## src/rtl/ais_pkg.sv

```systemverilog
package ais_pkg;
  typedef enum logic {
    ST_IDLE = 1'b0,
    ST_RANK = 1'b1
  } ais_state_t;

  // band half-width is nominal / BAND_DIV
  localparam int BAND_DIV = 10;
endpackage

```

## src/rtl/ais_popcount.sv

```systemverilog
module ais_popcount #(
  parameter int N_BITS = 6,
  parameter int CW     = $clog2(N_BITS + 1)
) (
  input  logic [N_BITS-1:0] bits,
  output logic [CW-1:0]     count
);
  always_comb begin
    count = '0;
    for (int k = 0; k < N_BITS; k++) begin
      count = count + CW'(bits[k]);
    end
  end
endmodule

```

## src/rtl/ais_band_check.sv

```systemverilog
module ais_band_check
  import ais_pkg::*;
#(
  parameter int N_MOD = 6,
  parameter int VW    = 12
) (
  input  logic [N_MOD*VW-1:0] volts,
  input  logic [VW-1:0]       nom,
  output logic                out_of_band
);
  logic [VW-1:0] margin;
  logic [VW:0]   hi_edge;
  logic [VW-1:0] lo_edge;
  logic [N_MOD-1:0] outside;

  assign margin  = VW'(nom / BAND_DIV);
  assign hi_edge = {1'b0, nom} + {1'b0, margin};
  assign lo_edge = nom - margin;

  for (genvar g = 0; g < N_MOD; g++) begin : g_cmp
    logic [VW-1:0] v;
    assign v          = volts[g*VW +: VW];
    assign outside[g] = ({1'b0, v} > hi_edge) || (v < lo_edge);
  end

  assign out_of_band = |outside;
endmodule

```

## src/rtl/ais_rank_cell.sv

```systemverilog
module ais_rank_cell #(
  parameter int N_MOD = 6,
  parameter int VW    = 12,
  parameter int IW    = (N_MOD > 1) ? $clog2(N_MOD) : 1,
  parameter int CW    = $clog2(N_MOD + 1)
) (
  input  logic [N_MOD*VW-1:0] volts,
  input  logic [IW-1:0]       target,
  input  logic                discharge,
  input  logic                keep_mode,
  input  logic [N_MOD-1:0]    prev_mask,
  output logic [CW-1:0]       rank
);
  logic [VW-1:0]    v_tgt;
  logic [N_MOD-1:0] ahead;

  assign v_tgt = volts[target*VW +: VW];

  for (genvar g = 0; g < N_MOD; g++) begin : g_cmp
    logic [VW-1:0] v_o;
    logic          same_grp;
    logic          lower_idx;
    logic          wins;
    assign v_o       = volts[g*VW +: VW];
    assign same_grp  = !keep_mode || (prev_mask[g] == prev_mask[target]);
    assign lower_idx = IW'(g) < target;
    assign wins      = discharge ? ((v_o > v_tgt) || ((v_o == v_tgt) && lower_idx))
                                 : ((v_o < v_tgt) || ((v_o == v_tgt) && lower_idx));
    assign ahead[g]  = (IW'(g) != target) && same_grp && wins;
  end

  ais_popcount #(.N_BITS(N_MOD), .CW(CW)) u_cnt (
    .bits  (ahead),
    .count (rank)
  );
endmodule

```

## src/rtl/arm_insert_selector.sv

```systemverilog
module arm_insert_selector
  import ais_pkg::*;
#(
  parameter int N_MOD = 6,
  parameter int VW    = 12,
  localparam int CW   = $clog2(N_MOD + 1),
  localparam int IW   = (N_MOD > 1) ? $clog2(N_MOD) : 1
) (
  input  logic                clk,
  input  logic                rst_n,
  input  logic                req_valid,
  output logic                req_ready,
  input  logic [CW-1:0]       req_count,
  input  logic                req_discharge,
  input  logic                req_band_en,
  input  logic [N_MOD*VW-1:0] req_volts,
  input  logic [VW-1:0]       nom_volt,
  output logic [N_MOD-1:0]    sel_mask,
  output logic                mask_valid
);
  localparam logic [IW-1:0] LAST_IDX = IW'(N_MOD - 1);
  localparam logic [CW-1:0] MAX_CNT  = CW'(N_MOD);

  ais_state_t          state_q;
  logic [IW-1:0]       idx_q;
  logic [N_MOD*VW-1:0] volts_q;
  logic [VW-1:0]       nom_q;
  logic [CW-1:0]       cnt_q;
  logic                dis_q;
  logic                band_q;
  logic [N_MOD-1:0]    work_q;

  logic                oob;
  logic                keep_mode;
  logic [CW-1:0]       prev_cnt;
  logic [CW-1:0]       grank;
  logic [CW-1:0]       thr;
  logic                pick;
  logic [N_MOD-1:0]    work_nx;
  logic                accept;

  assign req_ready = (state_q == ST_IDLE);
  assign accept    = req_valid && req_ready;

  ais_band_check #(.N_MOD(N_MOD), .VW(VW)) u_band (
    .volts       (volts_q),
    .nom         (nom_q),
    .out_of_band (oob)
  );

  // hold the previous set only while every capacitor stays in band
  assign keep_mode = band_q && !oob;

  ais_popcount #(.N_BITS(N_MOD), .CW(CW)) u_prev (
    .bits  (sel_mask),
    .count (prev_cnt)
  );

  ais_rank_cell #(.N_MOD(N_MOD), .VW(VW), .IW(IW), .CW(CW)) u_rank (
    .volts     (volts_q),
    .target    (idx_q),
    .discharge (dis_q),
    .keep_mode (keep_mode),
    .prev_mask (sel_mask),
    .rank      (grank)
  );

  // inserted modules compete for the new count; idle ones only for the increase
  always_comb begin
    if (!keep_mode || sel_mask[idx_q]) begin
      thr = cnt_q;
    end else if (cnt_q > prev_cnt) begin
      thr = cnt_q - prev_cnt;
    end else begin
      thr = '0;
    end
  end

  assign pick = grank < thr;

  always_comb begin
    work_nx        = work_q;
    work_nx[idx_q] = pick;
  end

  always_ff @(posedge clk or negedge rst_n) begin
    if (!rst_n) begin
      state_q    <= ST_IDLE;
      idx_q      <= '0;
      volts_q    <= '0;
      nom_q      <= '0;
      cnt_q      <= '0;
      dis_q      <= 1'b0;
      band_q     <= 1'b0;
      work_q     <= '0;
      sel_mask   <= '0;
      mask_valid <= 1'b0;
    end else begin
      case (state_q)
        ST_IDLE: begin
          if (accept) begin
            volts_q    <= req_volts;
            nom_q      <= nom_volt;
            cnt_q      <= (req_count > MAX_CNT) ? MAX_CNT : req_count;
            dis_q      <= req_discharge;
            band_q     <= req_band_en;
            idx_q      <= '0;
            work_q     <= '0;
            mask_valid <= 1'b0;
            state_q    <= ST_RANK;
          end
        end
        ST_RANK: begin
          work_q <= work_nx;
          if (idx_q == LAST_IDX) begin
            sel_mask   <= work_nx;
            mask_valid <= 1'b1;
            state_q    <= ST_IDLE;
          end else begin
            idx_q <= idx_q + IW'(1);
          end
        end
        default: state_q <= ST_IDLE;
      endcase
    end
  end
endmodule

```

## config.mk

```make
export PLATFORM = sky130hd
export DESIGN_NAME = arm_insert_selector
export DESIGN_NICKNAME = d
export VERILOG_FILES = /design/src/rtl/ais_pkg.sv /design/src/rtl/ais_popcount.sv /design/src/rtl/ais_band_check.sv /design/src/rtl/ais_rank_cell.sv /design/src/rtl/arm_insert_selector.sv
export SDC_FILE = /design/constraint.sdc
export NUM_CORES = 1
export LEC_CHECK = 0
export ABC_AREA = 0
export BUFFER_PORTS_ARGS = -buffer_cell sky130_fd_sc_hd__clkbuf_2
export CAP_MARGIN = 10
export CORE_UTILIZATION = 33
export DETAILED_ROUTE_END_ITERATION = 8
export GPL_ROUTABILITY_DRIVEN = 1
export PLACE_DENSITY = 0.52
export SLEW_MARGIN = 40
export SYNTH_ARGS = -nofsm -noshare
export SYNTH_HDL_FRONTEND = slang
export SYNTH_SLANG_ARGS = --single-unit
```

## constraint.sdc

```tcl
create_clock -name clk -period 11.7 [get_ports clk]
set_input_delay 0.585 -clock clk [delete_from_list [all_inputs] [get_ports clk]]
set_output_delay 0.585 -clock clk [all_outputs]
set_load 0.01 [all_outputs]
```

==> flow_metrics.env <==
export IMPL_max_freq_mhz=81.75
export IMPL_clockBufferDepth=2
export IMPL_drive_gt1_share_pct=32.77
export IMPL_grt_antenna_before_repair=1
export IMPL_start_util_pct=33.45
export IMPL_crit_slowest_cell="fa_2"
export IMPL_async_flop_share_pct=100.0
export IMPL_yosys_warnings=0
export IMPL_critPathRequiredTime_ps=12030
export IMPL_syn2layout_area_growth_pct=27.78
export IMPL_critPathLaunchType="register"
export IMPL_cts_tree="yes"
export IMPL_tritoncts_num_buffers=9
export IMPL_mostFrequentLayoutCell="ha_1"
export IMPL_synth_xor_area_share_pct=3.554
export IMPL_placeableCoreArea_um2=37580
export IMPL_drt_wl_total_um=41920
export IMPL_worstSetupPathType="reg2reg"
export IMPL_synth_fa_ha_area_share_pct=25.04
export IMPL_worst_slew_pin_slew_ps=889.1
export IMPL_fin_skew_ps=12.60
export IMPL_ios=100
export IMPL_syn_avg_cell_area_um2=9.174
export IMPL_grt_pass1_wl_um=66080
export IMPL_status="complete, but fails checks"
export IMPL_cts_hold_fix_buffers=0
export IMPL_grt_pass1_vias=11580
export IMPL_rsz0062_at_grt="yes"
export IMPL_vias_per_cell=5.355
export IMPL_layout_common_cells="226 x ha_1, 213 x buf_4, 105 x dfrtp_1"
export IMPL_insertedDiodeCount=0
export IMPL_hold_viol=0
export IMPL_synth_area_leader_cell="ha_1"
export IMPL_synthSimpleGateAreaFrac_pct=13.61
export IMPL_dr_total_vias=11640
export IMPL_cp_end_kind="register"
export IMPL_track_usage_pct=22.06
export IMPL_netlist_instances=1370
export IMPL_timing_slew_headroom_pct=40.51
export IMPL_syn_cell_area_um2=12570
export IMPL_cp_common_cell="o21a_1"
export IMPL_h_tree_depth=3
export IMPL_post_route_min_period_ps=12230
export IMPL_failed_checks="setup timing"
export IMPL_cts_root_buf="clkbuf_16"
export IMPL_cts_sinks=105
export IMPL_grt_max_degree=60
export IMPL_ys_seq_elements=105
export IMPL_first_pass_iters=5
export IMPL_report_final_slew_viol_count=0
export IMPL_nNetsFinal=1992
export IMPL_gr_total_overflow=0
export IMPL_path_clk_slew_ps=80
export IMPL_synth_edff_count=0
export IMPL_ys_types=101
export IMPL_synth_compound_area_share_pct=23.24
export IMPL_dpl_cell_count=2140
export IMPL_globalplace_congestion=0.9015
export IMPL_seq_area_um2=2628
export IMPL_die_h_um=197.2
export IMPL_yosysSeqAreaShare_pct=20.91
export IMPL_cp_top_family="compound AO/OA/AOI/OAI gates"
export IMPL_die_w_um=197.2
export IMPL_synth_top_family_by_area="adder cells"
export IMPL_clkLatencyLatePin_ps=400
export IMPL_nFillCells=3731
export IMPL_slowest_delay_ps=570
export IMPL_numPortBuffers=99
export IMPL_avgRoutedWirePerCell_um=19.28
export IMPL_drt_initial_drc_count=742
export IMPL_postSynthNetCount=1704
export IMPL_final_setup_worst_slack_ps=-532.9
export IMPL_dp_hpwl_um=33890
export IMPL_std_cell_rows=71
export IMPL_hold_class="in2async"
export IMPL_die_area_um2=38870
export IMPL_synthMuxAreaShare_pct=9.955
export IMPL_antenna_left=0
export IMPL_remaining_drc_errors=0
export IMPL_worst_path_max_fanout=6
export IMPL_cp_data_arrival_time_ps=12560
export IMPL_fin_cells=2174
export IMPL_ys_top_cells_by_area="ha_1 23%, dfrtp_1 21%, mux2_2 7.2%"
export IMPL_synth_top_area_share_pct=23.20
export IMPL_cap_violations=0
export IMPL_min_period_over_period_pct=104.6
export IMPL_synth_flop_cell="dfrtp_1"
export IMPL_setup_viol=6
export IMPL_whs_ps=229.6
export IMPL_path_buf_inv=6
export IMPL_multiInputGateArea_um2=10020
-- per-layer routing --
metal,vias to the layer above,GRT usage (%),part of all wire [%],wire length (um)
li1,5748,-,-,-
met3,66,3.329,4.2,1765
met1,5554,29.72,47,19780
met2,272,35.65,46,19200
met4,2,7.895,2.8,1161
met5,-,0,0.026,11
-- metrics by stage --
step / utilization, % / setup TNS, ps / setup slack [ps] / instance area (um^2)
floorplan: - / -1071 / -294.2 / 12700
global placement: 40.40 / -3140 / -602.4 / 15180
detailed placement: 40.44 / -4678 / -885.6 / 15200
CTS: 41.87 / -2128 / -413.8 / 15730
global route: 42.74 / -5540 / -985.2 / 16060
finish: 42.74 / -2816 / -532.9 / 16060
-- logic make-up after synthesis --
logic type,after synthesis
buf+inv,111
fa+ha+maj,247
compound gates,421
xor+xnor,45
mux,107
simple gates,334
flops,105
-- timing repair --
action                     4_1_cts  5_1_grt
cloned                           0        0
pin swaps                       36       40
setup endpoints to repair        6        6
gates resized for setup         36       57
setup buffers                   11        8
-- state kept, by name, indices dropped and copies added, names as in the netlist --
register	count
state_q	1
cnt_q	3
dis_q	1
work_q	5
volts_q	72
sel_mask	6
mask_valid	1
band_q	1
idx_q	3
nom_q	12
-- cells in the mapped netlist, types with 33 or more instances --
master / instances
ha_1: 233
dfrtp_1: 105
nor2_1: 89
o21ai_0: 89
o21a_1: 86
mux2_2: 80
nand2_1: 76
a21oi_1: 66
inv_1: 59
xnor2_1: 37
a21o_1: 33
-- path summary, 6_finish.rpt --
check                                      start                 endpoint  slack (ps)  cells past startpoint
setup / recovery           nom_q[10]$_DFFE_PN0P_    work_q[4]$_DFFE_PN0P_        -530                     53
hold / removal                             rst_n  sel_mask[5]$_DFFE_PN0P_         230                      1
setup reg to reg           nom_q[10]$_DFFE_PN0P_    work_q[4]$_DFFE_PN0P_        -530                     53
hold reg to reg            work_q[0]$_DFFE_PN0P_  sel_mask[0]$_DFFE_PN0P_         520                      1
max in group asynchronous                  rst_n     nom_q[9]$_DFFE_PN0P_       10270                      2
min in group clk                     nom_volt[3]     nom_q[3]$_DFFE_PN0P_         380                      3
-- final cells by class --
cell class	instances	share of cell area, %
multi-input combinational	1154	62.40
sequential	105	16.36
timing repair buffer	323	13.84
tap	511	3.981
inverter	65	1.597
clock buffer	9	1.402
clock inverter	7	0.4129
Power is left out: the tool's default activity adds up to more than one toggle a clock period on the data nets, which glitch-free logic cannot reach.
